`src/rtl/lcd_seq_pkg.sv`:
```
package lcd_seq_pkg;
  localparam int NBP = 4;

  localparam logic [1:0] MODE_STATIC  = 2'd0;
  localparam logic [1:0] MODE_DUPLEX  = 2'd1;
  localparam logic [1:0] MODE_TRIPLEX = 2'd2;
  localparam logic [1:0] MODE_QUAD    = 2'd3;

  localparam logic [1:0] BIAS_STATIC = 2'd0;
  localparam logic [1:0] BIAS_HALF   = 2'd1;
  localparam logic [1:0] BIAS_THIRD  = 2'd2;

  localparam logic [1:0] LV_GND  = 2'd0;
  localparam logic [1:0] LV_LOW  = 2'd1;
  localparam logic [1:0] LV_HIGH = 2'd2;
  localparam logic [1:0] LV_FULL = 2'd3;

  typedef struct packed {
    logic [1:0] mode;
    logic [1:0] bias;
    logic [1:0] bank;
    logic       blink;
  } seq_cfg_t;

  localparam seq_cfg_t CFG_RESET = '{mode: MODE_QUAD, bias: BIAS_THIRD,
                                     bank: 2'd0, blink: 1'b0};

  // memory row shown in a given slot
  function automatic logic [1:0] row_for_slot(input seq_cfg_t c, input logic [1:0] s);
    case (c.mode)
      MODE_STATIC: return c.bank;
      MODE_DUPLEX: return {c.bank[1], s[0]};
      default:     return s;
    endcase
  endfunction
endpackage

```
`src/rtl/lcd_slot_ctrl.sv`:
```
module lcd_slot_ctrl
  import lcd_seq_pkg::*;
(
  input  logic       clk,
  input  logic       rst,
  input  logic       tick,
  input  seq_cfg_t   cfg_in,
  input  logic       sync_in,
  output logic [1:0] slot,
  output logic       phase,
  output seq_cfg_t   cfg_q,
  output logic       frame_end,
  output logic       sync_drive
);
  logic sync_seen;

  assign sync_drive = (slot == cfg_q.mode);
  assign sync_seen  = !sync_in && !sync_drive;
  assign frame_end  = tick && !sync_seen && (slot >= cfg_q.mode);

  always_ff @(posedge clk) begin
    if (rst) begin
      slot  <= 2'd0;
      phase <= 1'b0;
      cfg_q <= CFG_RESET;
    end else if (sync_seen) begin
      slot <= cfg_q.mode;
    end else if (frame_end) begin
      slot  <= 2'd0;
      phase <= ~phase;
      cfg_q <= cfg_in;
    end else if (tick) begin
      slot <= slot + 2'd1;
    end
  end

  AST_SLOT_STEP: assert property (@(posedge clk) disable iff (rst)
    (tick && sync_in && slot < cfg_q.mode) |=> (slot == $past(slot) + 2'd1));

  AST_SYNC_JUMP: assert property (@(posedge clk) disable iff (rst)
    (!sync_in && slot != cfg_q.mode) |=> (slot == $past(cfg_q.mode)));

  AST_PHASE_AT_WRAP: assert property (@(posedge clk) disable iff (rst)
    !$stable(phase) |-> $past(tick && slot >= cfg_q.mode));
endmodule

```
`src/rtl/lcd_blink.sv`:
```
module lcd_blink #(
  parameter int BLINK_FRAMES = 32
) (
  input  logic clk,
  input  logic rst,
  input  logic blink_on,
  input  logic frame_end,
  output logic blank
);
  localparam int CW = (BLINK_FRAMES > 2) ? $clog2(BLINK_FRAMES) : 1;
  localparam logic [CW-1:0] CNT_LAST = CW'(BLINK_FRAMES - 1);

  logic [CW-1:0] cnt;

  always_ff @(posedge clk) begin
    if (rst || !blink_on) begin
      cnt   <= '0;
      blank <= 1'b0;
    end else if (frame_end) begin
      if (cnt == CNT_LAST) begin
        cnt   <= '0;
        blank <= ~blank;
      end else begin
        cnt <= cnt + 1'b1;
      end
    end
  end

  AST_NO_BLANK_OFF: assert property (@(posedge clk) disable iff (rst)
    !blink_on |=> !blank);
endmodule

```
`src/rtl/lcd_level_gen.sv`:
```
module lcd_level_gen
  import lcd_seq_pkg::*;
#(
  parameter int NUM_SEG = 60
) (
  input  logic                   clk,
  input  logic                   rst,
  input  logic [1:0]             slot,
  input  logic                   phase,
  input  seq_cfg_t               cfg,
  input  logic                   blank,
  input  logic [NUM_SEG-1:0]     row_bits,
  output logic [2*NBP-1:0]       bp_lv,
  output logic [2*NUM_SEG-1:0]   seg_lv
);
  // state delayed one cycle to line up with the memory read data
  logic [1:0] s1_slot, s1_mode, s1_bias;
  logic       s1_phase, s1_blank;

  always_ff @(posedge clk) begin
    if (rst) begin
      s1_slot  <= 2'd0;
      s1_mode  <= MODE_QUAD;
      s1_bias  <= BIAS_THIRD;
      s1_phase <= 1'b0;
      s1_blank <= 1'b0;
    end else begin
      s1_slot  <= slot;
      s1_mode  <= cfg.mode;
      s1_bias  <= cfg.bias;
      s1_phase <= phase;
      s1_blank <= blank;
    end
  end

  logic [1:0] lv_act, lv_on, lv_idle, lv_off;

  always_comb begin
    lv_act = s1_phase ? LV_GND : LV_FULL;
    lv_on  = s1_phase ? LV_FULL : LV_GND;
    case (s1_bias)
      BIAS_HALF: begin
        lv_idle = LV_LOW;
        lv_off  = LV_LOW;
      end
      BIAS_STATIC: begin
        lv_idle = lv_act;
        lv_off  = lv_act;
      end
      default: begin
        lv_idle = s1_phase ? LV_HIGH : LV_LOW;
        lv_off  = s1_phase ? LV_LOW : LV_HIGH;
      end
    endcase
  end

  logic [NBP-1:0][1:0]     bp_next, bp_q;
  logic [NUM_SEG-1:0][1:0] seg_next, seg_q;

  for (genvar k = 0; k < NBP; k++) begin : g_bp
    localparam logic [1:0] KI = 2'(k);
    assign bp_next[k] = (KI == s1_slot) ? lv_act :
                        (KI <= s1_mode) ? lv_idle : LV_GND;
  end

  for (genvar j = 0; j < NUM_SEG; j++) begin : g_seg
    assign seg_next[j] = (row_bits[j] && !s1_blank) ? lv_on : lv_off;
  end

  always_ff @(posedge clk) begin
    if (rst) begin
      bp_q  <= '0;
      seg_q <= '0;
    end else begin
      bp_q  <= bp_next;
      seg_q <= seg_next;
    end
  end

  assign bp_lv  = bp_q;
  assign seg_lv = seg_q;

  AST_RESET_ZERO: assert property (@(posedge clk)
    $past(rst) |-> (bp_q == '0 && seg_q == '0));
endmodule

```
`src/rtl/lcd_bp_sequencer.sv`:
```
module lcd_bp_sequencer
  import lcd_seq_pkg::*;
#(
  parameter int NUM_SEG      = 60,
  parameter int BLINK_FRAMES = 32
) (
  input  logic                 clk,
  input  logic                 rst,
  input  logic                 frame_tick,
  input  logic [1:0]           drive_mode,
  input  logic [1:0]           bias_sel,
  input  logic [1:0]           disp_bank,
  input  logic                 blink_en,
  output logic [1:0]           mem_row,
  input  logic [NUM_SEG-1:0]   mem_rdata,
  input  logic                 sync_in,
  output logic                 sync_out,
  output logic                 sync_oe,
  output logic [2*NBP-1:0]     bp_level,
  output logic [2*NUM_SEG-1:0] seg_level
);
  seq_cfg_t   cfg_in, cfg_q;
  logic [1:0] slot;
  logic       phase, frame_end, sync_drive, blank;

  assign cfg_in = '{mode: drive_mode, bias: bias_sel, bank: disp_bank, blink: blink_en};

  lcd_slot_ctrl u_slot (
    .clk        (clk),
    .rst        (rst),
    .tick       (frame_tick),
    .cfg_in     (cfg_in),
    .sync_in    (sync_in),
    .slot       (slot),
    .phase      (phase),
    .cfg_q      (cfg_q),
    .frame_end  (frame_end),
    .sync_drive (sync_drive)
  );

  lcd_blink #(.BLINK_FRAMES(BLINK_FRAMES)) u_blink (
    .clk       (clk),
    .rst       (rst),
    .blink_on  (cfg_q.blink),
    .frame_end (frame_end),
    .blank     (blank)
  );

  lcd_level_gen #(.NUM_SEG(NUM_SEG)) u_level (
    .clk      (clk),
    .rst      (rst),
    .slot     (slot),
    .phase    (phase),
    .cfg      (cfg_q),
    .blank    (blank),
    .row_bits (mem_rdata),
    .bp_lv    (bp_level),
    .seg_lv   (seg_level)
  );

  assign mem_row  = row_for_slot(cfg_q, slot);
  assign sync_oe  = sync_drive;
  assign sync_out = ~sync_drive;
endmodule

```
`config.mk`:
```
export PLATFORM = sky130hd
export DESIGN_NAME = lcd_bp_sequencer
export DESIGN_NICKNAME = d
export VERILOG_FILES = /design/src/rtl/lcd_seq_pkg.sv /design/src/rtl/lcd_slot_ctrl.sv /design/src/rtl/lcd_blink.sv /design/src/rtl/lcd_level_gen.sv /design/src/rtl/lcd_bp_sequencer.sv
export SDC_FILE = /design/constraint.sdc
export NUM_CORES = 1
export LEC_CHECK = 0
export ABC_AREA = 1
export ABC_CLOCK_PERIOD_IN_PS = 1500
export BUFFER_PORTS_ARGS = -buffer_cell sky130_fd_sc_hd__buf_2
export CAP_MARGIN = 30
export CELL_PAD_IN_SITES_DETAIL_PLACEMENT = 0
export CELL_PAD_IN_SITES_GLOBAL_PLACEMENT = 1
export CORE_ASPECT_RATIO = 0.7
export CORE_MARGIN = 5
export CORE_UTILIZATION = 33
export CTS_BUF_LIST = sky130_fd_sc_hd__clkbuf_4
export CTS_CLUSTER_DIAMETER = 80
export DETAILED_ROUTE_END_ITERATION = 10
export PLACE_DENSITY_LB_ADDON = 0.3
export SLEW_MARGIN = 10
export SYNTH_ARGS = -nofsm -noshare
export SYNTH_HDL_FRONTEND = slang
export SYNTH_SLANG_ARGS = --single-unit
```
`constraint.sdc`:
```
create_clock -name clk -period 1.5 [get_ports clk]
set_input_delay 0.3 -clock clk [delete_from_list [all_inputs] [get_ports clk]]
set_output_delay 0.3 -clock clk [all_outputs]
set_load 0.02 [all_outputs]
```
# Word-level counts from Yosys, hierarchy flattened
# Cells that the tools add are included.
# totals
ff_bits	152
inputBits	71
output_inout_bits	132
elab_cells	249
# op_classes
order_cmp	5
n_reduce_logical	75
bitwise_logic	4
n_mux	79
eq_ne	7
add_sub_neg	2
# op_table
operator	n
$mux 2	75
$logic_and 1x1->1	63
$pmux 2 s2	3
$logic_not 2->1	3
$add 5x1->5 const B	1
$eq 5x5->1 const B	1
$logic_not 1->1	5
$mux 5	1
$eq 2x1->1 const B	2
$eq 2x2->1 const A	2
$le 1x2->1 const A	2
$le 2x2->1 const A	2
$not 1->1	4
$reduce_and 2->1	2
$reduce_bool 3->1	1
$add 2x1->2 const B	1
$eq 1x2->1 const A	1
$eq 2x2->1	1
$ge 2x2->1	1
$logic_or 1x1->1	1

# Depth between registers and ports, before layout
# logic_depth
depth_word	8
depth_mapped	9
depth_no_buf	9

# By module
# A second synthesis with hierarchy kept.
# hier_totals
cells_unflattened	735
area_unflattened_um2	5834.3
# modules_own_cells
mod	cells_per_inst	n_inst	area_per_inst_um2	seq_area_each_um2
lcd_level_gen	607	1	4983.5	2722.6
lcd_slot_ctrl	82	1	539.3	200.2
lcd_blink	36	1	271.5	120.1
lcd_bp_sequencer	10	1	40.0	0.0

# Worst setup path before layout
# OpenSTA, ideal clock, no wires.
# synth_timing
path_type	register to register
startpoint	register u_slot.slot[0]
endpoint	register u_slot.cfg_q[4] (netlist name)
setup_time_ps	136
path_stages_with_launch	10
n_path_buf	1
synth_period_minus_slack_ps	1559
arrival_ps	1422
setup_slack_ps	-59
path_cell_list	dfxtp_1 > inv_1 > ha_1 > nand2_4 > nand2_1 > nor2_4 > nor2_8 > buf_6 > nand2_1 > o211ai_1
# synth_via
elab_chain_len	7
# synth_lines
item	line_no	text
start, declared	lcd_slot_ctrl.sv:9	output logic [1:0] slot,
start signal, assigned	lcd_slot_ctrl.sv:27	slot <= cfg_q.mode;
start signal, assigned	lcd_slot_ctrl.sv:33	slot <= slot + 2'd1;
$eq 2x2->1	lcd_slot_ctrl.sv:17	assign sync_drive = (slot == cfg_q.mode);
$logic_not 1->1	lcd_slot_ctrl.sv:18	assign sync_seen = !sync_in && !sync_drive;
$logic_and 1x1->1	lcd_slot_ctrl.sv:18	
$logic_not 1->1	lcd_slot_ctrl.sv:19	assign frame_end = tick && !sync_seen && (slot >= cfg_q.mode);
$logic_and 1x1->1 (2 in series)	lcd_slot_ctrl.sv:19	
$reduce_and 2->1 (no source line) (*)	n/a	
# Mark *: on every way between the ends. The rest lies on a longest branch, timed or not.
# A chain may end at the register's enable or synchronous reset.

# Worst setup path after layout
# layout_timing
startpoint	register u_slot.slot[0]
endpoint	output sync_oe
# layout_via
elab_chain_len	1
# layout_lines
item	line_no	text
$eq 2x2->1	lcd_slot_ctrl.sv:17	
end, declared	lcd_bp_sequencer.sv:18	output logic sync_oe,
# Every way passes these cells.

==> flow_metrics.env <==
export IMPL_worst_slack_ns=-0.245
export IMPL_dp_slack_ns=0.0162
export IMPL_ys_ff_latch=152
export IMPL_final_cell_mix="197 x buf_2, 146 x dfxtp_1, 127 x a21oi_1"
export IMPL_die_h_um=121
export IMPL_layout_commonest_cell="buf_2"
export IMPL_final_hold_viol_count=0
export IMPL_vias_per_cell=4.65
export IMPL_cp_required_ns=1.20
export IMPL_fmax_mhz=573
export IMPL_synth_top_area_frac=0.528
export IMPL_clock_latency_ns=0.54
export IMPL_gp_congestion=0.758
export IMPL_powerDensity_nw_per_um2=1060
export IMPL_grt_pass1_wl_mm=27.8
export IMPL_relSlewSlack=0.645
export IMPL_cp_start_kind="register"
export IMPL_syn_inst=718
export IMPL_cp_end_kind="output pin"
export IMPL_antenna_found_initial=1
export IMPL_synth_area_top_cells="dfxtp_1 53%, a21oi_1 11%, nand3_1 6.1%, o21ai_0 6.0%, inv_1 5.7%"
export IMPL_critPathKind="register to output pin"
export IMPL_drive_gt1_frac=0.330
export IMPL_hp_class="input pin to register"
export IMPL_ant_nets=0
export IMPL_die_area_um2=20300
export IMPL_yosysSeqAreaShare=0.528
export IMPL_grt_start_max_net_pins=62
export IMPL_wl_mm=17.8
export IMPL_clkSinkCount=152
export IMPL_num_io_pins=203
export IMPL_diodes=0
export IMPL_period_needed_ns=1.74
export IMPL_nets=1020
export IMPL_pwr_share_comb=0.184
export IMPL_die_x_um=168
export IMPL_grt_ovfl_total=0
export IMPL_drc=0
export IMPL_area_growth_pct=37.9
export IMPL_fin_crit_sh=1.16
export IMPL_failed_checks="negative setup slack"
export IMPL_synth_edf_count=0
export IMPL_ys_warn_count=0
export IMPL_vias=5527
export IMPL_yosys_most_used_dff="dfxtp_1"
export IMPL_seqPwrFrac=0.515
export IMPL_dpl_cell_area_um2=7140
export IMPL_drt_iter0_markers=375
export IMPL_portBuffers=202
export IMPL_final_area_um2=7950
export IMPL_switching_share=0.305
export IMPL_start_util=0.336
export IMPL_synth_nets=793
export IMPL_dp_hpwl_mm=11.6
export IMPL_rows=40
export IMPL_ir_drop_mv=0.441
export IMPL_dr_pass1_iters=5
export IMPL_wl_per_cell_um=15.0
export IMPL_leakagePower_uw=0.00369
export IMPL_syn_area_um2=5770
export IMPL_avgSynthCellArea_um2=8.03
export IMPL_cts_tree="yes"
export IMPL_outcome="finished, violations left"
export IMPL_core_um2=17200
export IMPL_h_tree_depth=4
export IMPL_worst_slew_pin_slew_ns=0.533
export IMPL_p_switching_uw=2570
export IMPL_postLayoutCoreUtil=0.463
export IMPL_rsz0062_at_grt="yes"
export IMPL_synth_top_area_cell="dfxtp_1"
export IMPL_setup_violations_final=13
export IMPL_cp_max_fo=4
export IMPL_cts_root_buf="clkbuf_4"
export IMPL_p_int_uw=5850
export IMPL_p_clk_frac=0.301
export IMPL_cts_buffers=17
export IMPL_critPathArrivalTime_ns=1.44
export IMPL_clk_path_buf_depth=2
export IMPL_report_final_slew_viol_count=0
export IMPL_grt_pass1_vias=5233
export IMPL_clk_pin_slew_ns=0.14
export IMPL_setup_tns_ns=-0.997
export IMPL_finalClockSkew_ns=0.0306
export IMPL_ys_types=27
export IMPL_async_reset_ff_frac=0
export IMPL_drv_cap=0
export IMPL_grt_usage=0.170
## layout make-up
type	instances	area, µm²
Multi-Input combinational cell	424	2340
Timing Repair Buffer	260	1650
Clock buffer	17	128
Inverter	90	340
Fill cell	1700	9210
Tap cell	231	289
Sequential cell	152	3050
Clock inverter	15	150
## critical path, cell delays in order (launching register included)
cell     delay, ns
dfxtp_2       0.36
inv_2         0.05
ha_4          0.28
nand2_8       0.06
inv_2         0.05
buf_6         0.10
## power groups by stage
stage	registers [µW]	logic, µW	clock network (µW)
after global routing	4360	1700	2810
after floorplan	4650	570	0
after detailed placement	4420	1310	0
after CTS	4340	1430	2610
after global placement	4420	1320	0
final	4340	1550	2530
## what timing repair did
| item | 4_1_cts | 5_1_grt |
|---|---|---|
| resized for setup | 29 | 35 |
| hold endpoints to repair | 21 | 13 |
| hold buffers | 15 | 9 |
| cloned | 0 | 2 |
| buffers inserted | 8 | 1 |
| endpoints found under the setup margin | 6 | 20 |
| pin swaps | 10 | 11 |
## final timing paths
| check | from | endpoint | slack, ns | cells after the start |
|---|---|---|---|---|
| min | mem_rdata[44] | u_level.seg_lv[89] | 0.06 | 3 |
| max | u_slot.slot[0] | sync_oe | -0.24 | 5 |
| min reg2reg | u_slot.cfg_q[4] | u_level.s1_bias[1] | 0.42 | 2 |
| max reg2reg | u_slot.slot[0] | u_blink.cnt[1] | -0.04 | 9 |
## layer usage
layer | vias up | wire (µm) | track usage
met5 | - | 11 | 0
met4 | 2 | 134 | 0.0335
met3 | 13 | 1190 | 0.0582
met2 | 146 | 7790 | 0.255
met1 | 2515 | 8680 | 0.240
li1 | 2851 | - | -
## synth_stat cells, types with 2 or more instances
master,instances
nand3_1,70
inv_1,87
buf_1,2
o211ai_1,3
nand2_2,2
nand2_1,32
o21ai_1,63
clkbuf_1,29
buf_2,13
nand2_4,3
o21ai_0,69
nor2_2,2
inv_2,3
nand4_1,2
nor2_1,36
a21oi_1,130
ha_1,4
buf_4,8
dfxtp_1,152
## metrics by stage
stage / total power [µW] / cells / hold WS (ns)
3_5_place_dp: 5740 / 1122 / 0.409
3_3_place_gp: 5740 / 1122 / 0.414
5_1_grt: 8870 / 1189 / 0.000176
4_1_cts: 8390 / 1177 / 0.000547
6_report: 8420 / 1189 / 0.0559
2_1_floorplan: 5220 / 718 / 0.392
## sequential cells by signal, summed over array words and instances, names as in the netlist
name / cells
u_blink.blank: 1
u_blink.cnt: 5
u_level.bp_lv: 8
u_level.s1_bias: 2
u_level.s1_blank: 1
u_level.s1_mode: 2
u_level.s1_phase: 1
u_level.s1_slot: 2
u_level.seg_lv: 120
u_slot.cfg_q: 7
u_slot.phase: 1
u_slot.slot: 2
## logic make-up (layout without fill, tap and decap cells)
| logic type | count (synthesis) | after routing | share of synthesized area |
|---|---|---|---|
| compound gates | 267 | 267 | 0.235 |
| flops | 152 | 152 | 0.528 |
| buf+inv | 144 | 382 | 0.103 |
| simple gates | 150 | 152 | 0.124 |
| fa+ha+maj | 4 | 4 | 0.00868 |
| xor+xnor | 1 | 1 | 0.00152 |
Note: power is estimated with default switching activity, not from simulation.
